## src/rtl/accseq_pkg.sv

```systemverilog
package accseq_pkg;

    localparam int OP_W = 4;

    typedef enum logic [OP_W-1:0] {
        OP_NOP   = 4'h0,
        OP_LOAD  = 4'h1,
        OP_ADD   = 4'h2,
        OP_STORE = 4'h3,
        OP_RETI  = 4'hE,
        OP_HALT  = 4'hF
    } op_e;

    typedef enum logic [3:0] {
        S_FA, S_FR, S_FM, S_FI,
        S_OA, S_OR, S_OM, S_OI,
        S_EX, S_DR, S_DM, S_DW,
        S_SW, S_IP, S_IW, S_HALT
    } state_e;

    typedef struct packed {
        logic ovf;
        logic zero;
        logic carry;
    } flags_t;

    function automatic logic is_mem_op(op_e op);
        return (op == OP_LOAD) || (op == OP_ADD) || (op == OP_STORE);
    endfunction

endpackage

```

## src/rtl/accseq_step.sv

```systemverilog
module accseq_step #(
    parameter int ADDR_W    = 16,
    parameter int DATA_W    = 32,
    parameter bit BYTE_ADDR = 1'b0,
    parameter bit DOWN      = 1'b0
) (
    input  logic [ADDR_W-1:0] base,
    output logic [ADDR_W-1:0] result
);
    localparam int STEP = BYTE_ADDR ? DATA_W / 8 : 1;
    localparam logic [ADDR_W-1:0] STEP_V = ADDR_W'(STEP);

    generate
        if (DOWN) begin : g_down
            assign result = base - STEP_V;
        end else begin : g_up
            assign result = base + STEP_V;
        end
    endgenerate
endmodule

```

## src/rtl/accseq_add.sv

```systemverilog
module accseq_add
    import accseq_pkg::*;
#(
    parameter int DATA_W = 32
) (
    input  logic [DATA_W-1:0] a,
    input  logic [DATA_W-1:0] b,
    output logic [DATA_W-1:0] sum,
    output flags_t            fl
);
    logic [DATA_W:0] wide;

    always_comb begin
        wide     = {1'b0, a} + {1'b0, b};
        sum      = wide[DATA_W-1:0];
        fl.carry = wide[DATA_W];
        fl.zero  = (wide[DATA_W-1:0] == '0);
        fl.ovf   = (a[DATA_W-1] == b[DATA_W-1]) && (wide[DATA_W-1] != a[DATA_W-1]);
    end
endmodule

```

## src/rtl/acc_seq_core.sv

```systemverilog
module acc_seq_core
    import accseq_pkg::*;
#(
    parameter int                DATA_W    = 32,
    parameter int                ADDR_W    = 16,
    parameter bit                BYTE_ADDR = 1'b0,
    parameter logic [ADDR_W-1:0] RESET_PC  = '0,
    parameter logic [ADDR_W-1:0] ISR_ADDR  = ADDR_W'(64),
    parameter logic [ADDR_W-1:0] SP_INIT   = ADDR_W'(256)
) (
    input  logic              clk,
    input  logic              rst,
    input  logic              irq,
    input  logic [DATA_W-1:0] mem_rdata,
    output logic [ADDR_W-1:0] mem_addr,
    output logic [DATA_W-1:0] mem_wdata,
    output logic              mem_rd,
    output logic              mem_wr,
    output logic              halted,
    output logic [2:0]        flags
);
    localparam int STEP = BYTE_ADDR ? DATA_W / 8 : 1;
    localparam int PAD  = DATA_W - ADDR_W;

    state_e            state;
    op_e               ir_op;
    logic [ADDR_W-1:0] pc, mar, sp, opaddr;
    logic [DATA_W-1:0] mbr, ac;
    flags_t            st;
    logic              ie;

    logic [ADDR_W-1:0] pc_next, sp_up, sp_dn;
    logic [DATA_W-1:0] add_sum;
    flags_t            add_fl;
    op_e               fetched_op;
    state_e            boundary;

    accseq_step #(.ADDR_W(ADDR_W), .DATA_W(DATA_W), .BYTE_ADDR(BYTE_ADDR), .DOWN(1'b0))
        u_pc_inc (.base(pc), .result(pc_next));
    accseq_step #(.ADDR_W(ADDR_W), .DATA_W(DATA_W), .BYTE_ADDR(BYTE_ADDR), .DOWN(1'b0))
        u_sp_inc (.base(sp), .result(sp_up));
    accseq_step #(.ADDR_W(ADDR_W), .DATA_W(DATA_W), .BYTE_ADDR(BYTE_ADDR), .DOWN(1'b1))
        u_sp_dec (.base(sp), .result(sp_dn));
    accseq_add #(.DATA_W(DATA_W))
        u_alu (.a(ac), .b(mbr), .sum(add_sum), .fl(add_fl));

    assign fetched_op = op_e'(mbr[DATA_W-1 -: OP_W]);
    assign boundary   = (irq && ie) ? S_IP : S_FA;

    assign mem_addr  = mar;
    assign mem_wdata = mbr;
    assign mem_rd    = (state == S_FR) || (state == S_OR) || (state == S_DR);
    assign mem_wr    = (state == S_SW) || (state == S_IW);
    assign halted    = (state == S_HALT);
    assign flags     = st;

    always_ff @(posedge clk) begin
        if (rst) begin
            state  <= S_FA;
            ir_op  <= OP_NOP;
            pc     <= RESET_PC;
            mar    <= '0;
            sp     <= SP_INIT;
            opaddr <= '0;
            mbr    <= '0;
            ac     <= '0;
            st     <= '0;
            ie     <= 1'b1;
        end else begin
            unique case (state)
                S_FA: begin mar <= pc; state <= S_FR; end
                S_FR: state <= S_FM;
                S_FM: begin mbr <= mem_rdata; state <= S_FI; end
                S_FI: begin
                    ir_op <= fetched_op;
                    pc    <= pc_next;
                    if (is_mem_op(fetched_op) && mbr[DATA_W-OP_W-1]) begin
                        state <= S_OA;
                    end else begin
                        opaddr <= mbr[ADDR_W-1:0];
                        state  <= S_EX;
                    end
                end
                S_OA: begin mar <= pc; state <= S_OR; end
                S_OR: state <= S_OM;
                S_OM: begin mbr <= mem_rdata; state <= S_OI; end
                S_OI: begin
                    opaddr <= mbr[ADDR_W-1:0];
                    pc     <= pc_next;
                    state  <= S_EX;
                end
                S_EX: begin
                    case (ir_op)
                        OP_LOAD, OP_ADD: begin mar <= opaddr; state <= S_DR; end
                        OP_STORE:        begin mar <= opaddr; mbr <= ac; state <= S_SW; end
                        OP_RETI:         begin mar <= sp; state <= S_DR; end
                        OP_HALT:         state <= S_HALT;
                        default:         state <= boundary;
                    endcase
                end
                S_DR: state <= S_DM;
                S_DM: begin mbr <= mem_rdata; state <= S_DW; end
                S_DW: begin
                    case (ir_op)
                        OP_LOAD: ac <= mbr;
                        OP_ADD:  begin ac <= add_sum; st <= add_fl; end
                        OP_RETI: begin pc <= mbr[ADDR_W-1:0]; sp <= sp_up; ie <= 1'b1; end
                        default: ;
                    endcase
                    state <= boundary;
                end
                S_SW: state <= boundary;
                S_IP: begin
                    sp    <= sp_dn;
                    mar   <= sp_dn;
                    mbr   <= {{PAD{1'b0}}, pc};
                    ie    <= 1'b0;
                    state <= S_IW;
                end
                S_IW: begin pc <= ISR_ADDR; state <= S_FA; end
                S_HALT: state <= S_HALT;
                default: state <= S_FA;
            endcase
        end
    end

    // the two strobes are exclusive
    a_r2_strobe_excl: assert property (@(posedge clk) disable iff (rst)
        !(mem_rd && mem_wr));

    // halt is sticky and silent
    a_r12_halt_sticky: assert property (@(posedge clk) disable iff (rst)
        halted |=> halted);
    a_r12_halt_quiet: assert property (@(posedge clk) disable iff (rst)
        halted |-> (!mem_rd && !mem_wr));

    // push writes the return PC at the decremented SP
    a_r9_push_data: assert property (@(posedge clk) disable iff (rst)
        (state == S_IW) |-> (mem_wdata == {{PAD{1'b0}}, pc}) && (mem_addr == sp));
    a_r9_sp_step: assert property (@(posedge clk) disable iff (rst)
        (state == S_IP) |=> (sp == $past(sp) - ADDR_W'(STEP)));

    // entry masks further requests
    a_r10_masked: assert property (@(posedge clk) disable iff (rst)
        (state == S_IW) |-> !ie);

    // each word fetch advances PC by one step
    a_r3_pc_step: assert property (@(posedge clk) disable iff (rst)
        (state == S_FI) |=> (pc == $past(pc) + ADDR_W'(STEP)));
endmodule

```

## config.mk

```make
export PLATFORM = sky130hd
export DESIGN_NAME = acc_seq_core
export DESIGN_NICKNAME = d
export VERILOG_FILES = /design/src/rtl/accseq_pkg.sv /design/src/rtl/accseq_step.sv /design/src/rtl/accseq_add.sv /design/src/rtl/acc_seq_core.sv
export SDC_FILE = /design/constraint.sdc
export NUM_CORES = 1
export LEC_CHECK = 0
export CORE_AREA = 2 2 130 132
export CTS_BUF_LIST = sky130_fd_sc_hd__clkbuf_4 sky130_fd_sc_hd__clkbuf_8
export DETAILED_ROUTE_END_ITERATION = 10
export DIE_AREA = 0 0 132 134
export PLACE_DENSITY_LB_ADDON = 0.05
export SYNTH_ARGS = -nofsm -noshare
export SYNTH_HDL_FRONTEND = slang
export SYNTH_HIERARCHICAL = 1
export SYNTH_SLANG_ARGS = --single-unit
```

## constraint.sdc

```tcl
create_clock -name clk -period 5.26 [get_ports clk]
set_input_delay 1.052 -clock clk [delete_from_list [all_inputs] [get_ports clk]]
set_output_delay 1.052 -clock clk [all_outputs]
set_load 0.03 [all_outputs]
```

* Yosys cells after proc, flatten, opt, wreduce, memory -nomap -nowiden *
Index checks and enable logic that the tools add are counted.

word-level totals
  bits of input ports = 35
  flip-flop bits (word level) = 140
  output and inout bits = 54
  logic and storage cells = 91

cells by class
  reductions and logical operators = 29
  equality and inequality tests = 29
  muxes and demuxes = 17
  add/subtract/negate cells = 4

operator list
  operator                                                               number
  16-bit one-hot mux with 2 select lines                                 3
  16-bit one-hot mux with 3 select lines                                 2
  32-bit one-hot mux with 3 select lines                                 1
  32-bit one-hot mux with 2 select lines                                 1
  4-bit one-hot mux with 15 select lines                                 1
  16-bit 2-to-1 mux                                                      3
  4-bit equality test, second input constant                             10
  32-bit by 32-bit adder with 33-bit output                              1
  16-bit by 1-bit adder with 16-bit output, second input constant        2
  32-bit zero test                                                       1
  32-bit 2-to-1 mux                                                      1
  4-bit by 2-bit equality test with 1-bit output, second input constant  6
  4-bit by 3-bit equality test with 1-bit output, second input constant  4
  16-bit by 1-bit subtractor with 16-bit output, second input constant   1
  2-bit AND reduction                                                    7
  4-bit by 1-bit equality test with 1-bit output, second input constant  3
  4-bit one-hot mux with 3 select lines                                  1
  3-bit nonzero test                                                     3
  3-bit OR reduction                                                     3
  4-bit 2-to-1 mux                                                       2
  2-bit != test, second input constant                                   3
  2-bit nonzero test                                                     3
  2-bit OR reduction                                                     3
  1-bit logical OR                                                       5
  other kinds (7)                                                        9

* Depth between registers and ports, before layout *
  depth after elaboration = 6
  gate-level depth with buffers = 13
  gate-level depth less buffers = 13

* Modules after synthesis *
Netlist, hierarchy kept.

modules (own cells, without submodules)
  module                      instances  area each (µm²)  cells each  seq. area each (µm²)
  acc_seq_core                1          6,899.1          769         2,802.7
  accseq_add                  1          1,788.0          248         0.0
  accseq_step (u_pc_inc ...)  2          297.8            43          0.0
  accseq_step (u_sp_dec)      1          270.3            40          0.0

* Worst setup path before layout *
No wires, ideal clock.

  path kind = register to register
  start point = register mbr[0] (netlist: mem_wdata[0])
  end point = register st, in the netlist flags[1]
  period minus slack after synthesis = 3,955 ps
  slack = 1,305 ps
  setup time = 65 ps
  data required time = 5,195 ps
  arrival time = 3,890 ps
  path buffers = 0
  stages on the path, launching flop included = 14
  path through = dfxtp_1 > ha_1 > fa_1 > a211oi_2 > o211ai_2 > a2111oi_4 > o31ai_1 > xor2_1 > or4_1 > or4_1 > or4b_4 > nor4b_4 > mux2i_1 > nor2_1

RTL lines
  element                   RTL line             text
  start: declaration        acc_seq_core.sv:28   logic [DATA_W-1:0] mbr, ac;
  start signal: assignment  acc_seq_core.sv:116  mbr <= {{PAD{1'b0}}, pc};
  end signal: assignment    acc_seq_core.sv:106  OP_ADD: begin ac <= add_sum; st <= add_fl; end
  end: declaration          acc_seq_core.sv:29   flags_t st;

==> impl_metrics.yaml <==
sta:
  clock_skew_ns: 0.0155
  grt_setup_unrepaired: "no"
  finalMaxSlewViolations: 0
  finalSetupViolCount: 0
  worstMarginPinSlew_ns: 1.11
  maxSlewHeadroom_pct: 25.7
  finalCritPeriodShare_pct: 79.9
  timing.fmax_mhz: 238
  setup_tns_ns: 0
  period_minus_slack_ns: 4.20
  finalHoldViolations: 0
drt:
  via_count: 8963
  drcViolationCount: 0
  drt_wl_total_um: 27200
  first_pass_iters: 5
  drt_iter0_drc: 719
  ant_nets: 0
  detail_route.wl_per_cell_um: 19.3
  avgViaCountPerCell: 6.38
die:
  ios: 89
  fp.coreArea_mm2: 0.0163
  initial_utilization_pct: 58.6
  rows: 47
  die_area_mm2: 0.0177
  fp.dieW_um: 132
  fp.dieH_um: 134
worst_setup_path:
  critPathArrivalTime_ns: 4.58
  slowest_stage: "or4_1"
  crit_required_ns: 5.64
  cp_common_cell: "or4_1"
  cp_cell_sequence: "ha_1, fa_1, a211oi_2, o211ai_2, a2111oi_4, o31ai_1, xor2_1, or4_1, or4_1, or4b_4, nor4b_4, mux2i_1, nor2_1"
  path_max_fanout: 6
  r2r_slack_ns: 1.06
  worstSetupStartpointType: "flip-flop"
  critPathKind: "flip-flop to flip-flop"
  max_stage_delay_ns: 0.54
  critPathCaptureType: "flip-flop"
cells_and_area:
  drive_above_1_share_pct: 8.61
  diodes: 0
  mostFrequentLayoutCell: "dfxtp_1"
  stdcell_count: 1405
  most-common-layout-cells: "140 x dfxtp_1, 113 x nor2_1, 87 x clkdlybuf4s50_1, 73 x nand2_1, 72 x a211oi_1"
  nNetsFinal: 1246
  syn_to_final_growth_pct: 13.0
min_path:
  hold_class: "flip-flop to flip-flop"
logic_synthesis:
  synthAdderAreaFrac_pct: 4.79
  synth-main-ff-cell: "dfxtp_1"
  synth.distinct_cells: 76
  synthCells: 1143
  async_flop_share_pct: 0
  yosysSeqAreaShare_pct: 29.3
  yosysWarningCount: 6
  synth-compound-area-share_pct: 26.0
  synth_xor_area_share_pct: 6.60
  synth.avg_cell_area_um2: 8.36
  synth_top_family_by_area: "compound AO/OA/AOI/OAI gates"
  synth-edff-count: 0
  muxShareOfSynthArea_pct: 7.65
  ys_seq_elements: 140
  synthSimpleGateAreaFrac_pct: 20.3
  syn_area_mm2: 0.00955
  synth_fp_nets: 1214
placed_design:
  place_inst: 1376
  port_buffers: 88
  gp_congestion: 0.902
  dp_hpwl_um: 18700
cts:
  root_buffer: "clkbuf_8"
  htreeDepth: 4
  clock_latency_ns: 0.45
  postCtsHoldBufs: 0
  ctsResizeCount: 0
  post_cts_buffers: 0
  clkTransAtPathRegs_ns: 0.08
  cts_tree: "built"
  clock-sinks: 140
  clock_tree.buffer_depth: 2
  numCtsBuffers: 17
flow_run:
  cap_violations: 0
pwr:
  finalPower_mw: 3.04
  leakage_nw: 3.76
  pwr_density_cell_mw_per_mm2: 281
  peakVddDrop_v: 0.000190
outcome:
  status: "finished, final reports clean"
global_route:
  grt_pass1_wl_um: 44600
  first_global_vias: 8625
  grt_usage_pct: 30.7
  grt_max_degree: 67
  antenna_found_initial: 0
  grt_overflow: 0
-- kinds of logic (layout without fill, tap and decap cells) --
family | Yosys count | in the layout
compound gates | 341 | 341
mux | 71 | 71
flops | 140 | 140
buf+inv | 111 | 153
fa+ha+maj | 36 | 36
simple gates | 372 | 372
xor+xnor | 72 | 72
-- worst max-delay path: cells and delay by family (launching register included) --
family | cells | cell delay (ns)
flip-flops | 1 | 0.36
AND/OR/NAND/NOR | 5 | 1.78
multiplexers | 1 | 0.11
AO/OA/AOI/OAI | 4 | 1.02
adder cells (fa/ha/maj) | 2 | 0.69
XOR/XNOR | 1 | 0.17
-- routing by layer --
metal	up-vias	global-route usage (%)	part of all wire [%]
li1	4353	-	-
met1	4265	39.3	44
met2	279	52.7	48
met3	66	4.54	4.5
met4	0	11.5	2.9
met5	-	0	0
-- cell usage after synthesis, drive strengths merged, types with 8 or more instances --
master,number,area (um^2)
a211oi,84,686
a21o,12,90.1
a21oi,62,310
a221oi,16,140
a22oi,49,368
a311oi,18,164
a31oi,21,131
and2,25,159
buf,48,273
clkbuf,42,158
dfxtp,140,2800
ha,35,438
inv,20,75.1
mux2,16,180
mux2i,55,551
nand2,73,274
nand3,18,100
nand4,13,111
nor2,115,437
nor2b,19,119
nor3,52,270
nor4,12,100
o21a,8,60.1
o21ai,23,115
o31ai,21,158
xnor2,28,245
xor2,44,385
-- final timing paths --
path / from / endpoint / cells after the start
setup reg to reg: mem_wdata[0]$_SDFFE_PP0P_ / flags[1]$_SDFFE_PP0P_ / 13
setup / recovery: mem_wdata[0]$_SDFFE_PP0P_ / flags[1]$_SDFFE_PP0P_ / 13
hold reg to reg: ac[7]$_SDFFE_PP0P_ / mem_wdata[7]$_SDFFE_PP0P_ / 2
hold / removal: ac[7]$_SDFFE_PP0P_ / mem_wdata[7]$_SDFFE_PP0P_ / 2
-- where the power goes --
group,internal (mW),switching (mW)
logic,0.376,0.539
registers,1.14,0.133
clock network,0.438,0.406
total,1.96,1.08
-- through the flow --
| step | worst slack [ns] | hold slack, ns | util [%] | area, um^2 |
|---|---|---|---|---|
| final | 1.06 | 0.501 | 66.2 | 10800 |
| after global routing | 0.864 | 0.534 | 66.2 | 10800 |
| after CTS | 1.09 | 0.503 | 66.2 | 10800 |
| after detailed placement | 1.12 | 0.481 | 64.0 | 10400 |
| after global placement | 1.19 | 0.478 | 64.0 | 10400 |
| after floorplan | 1.31 | 0.456 | - | 9550 |
-- area by class of cell --
cell class	instances	area, um^2
multi-input cells	892	6280
fillers	1455	5500
flip-flops and latches	140	2800
repair buffers	103	991
well taps	220	275
clock buffers	20	269
clock inverters	9	97.6
inverters	21	78.8
-- sequential cells by signal (all words and copies together) (netlist names), 4 cells and up --
name	flops
ac	32
ir_op	4
mem_addr	16
mem_wdata	32
opaddr	16
pc	16
sp	16
state	4
Note: power is estimated with default switching activity, not from simulation.
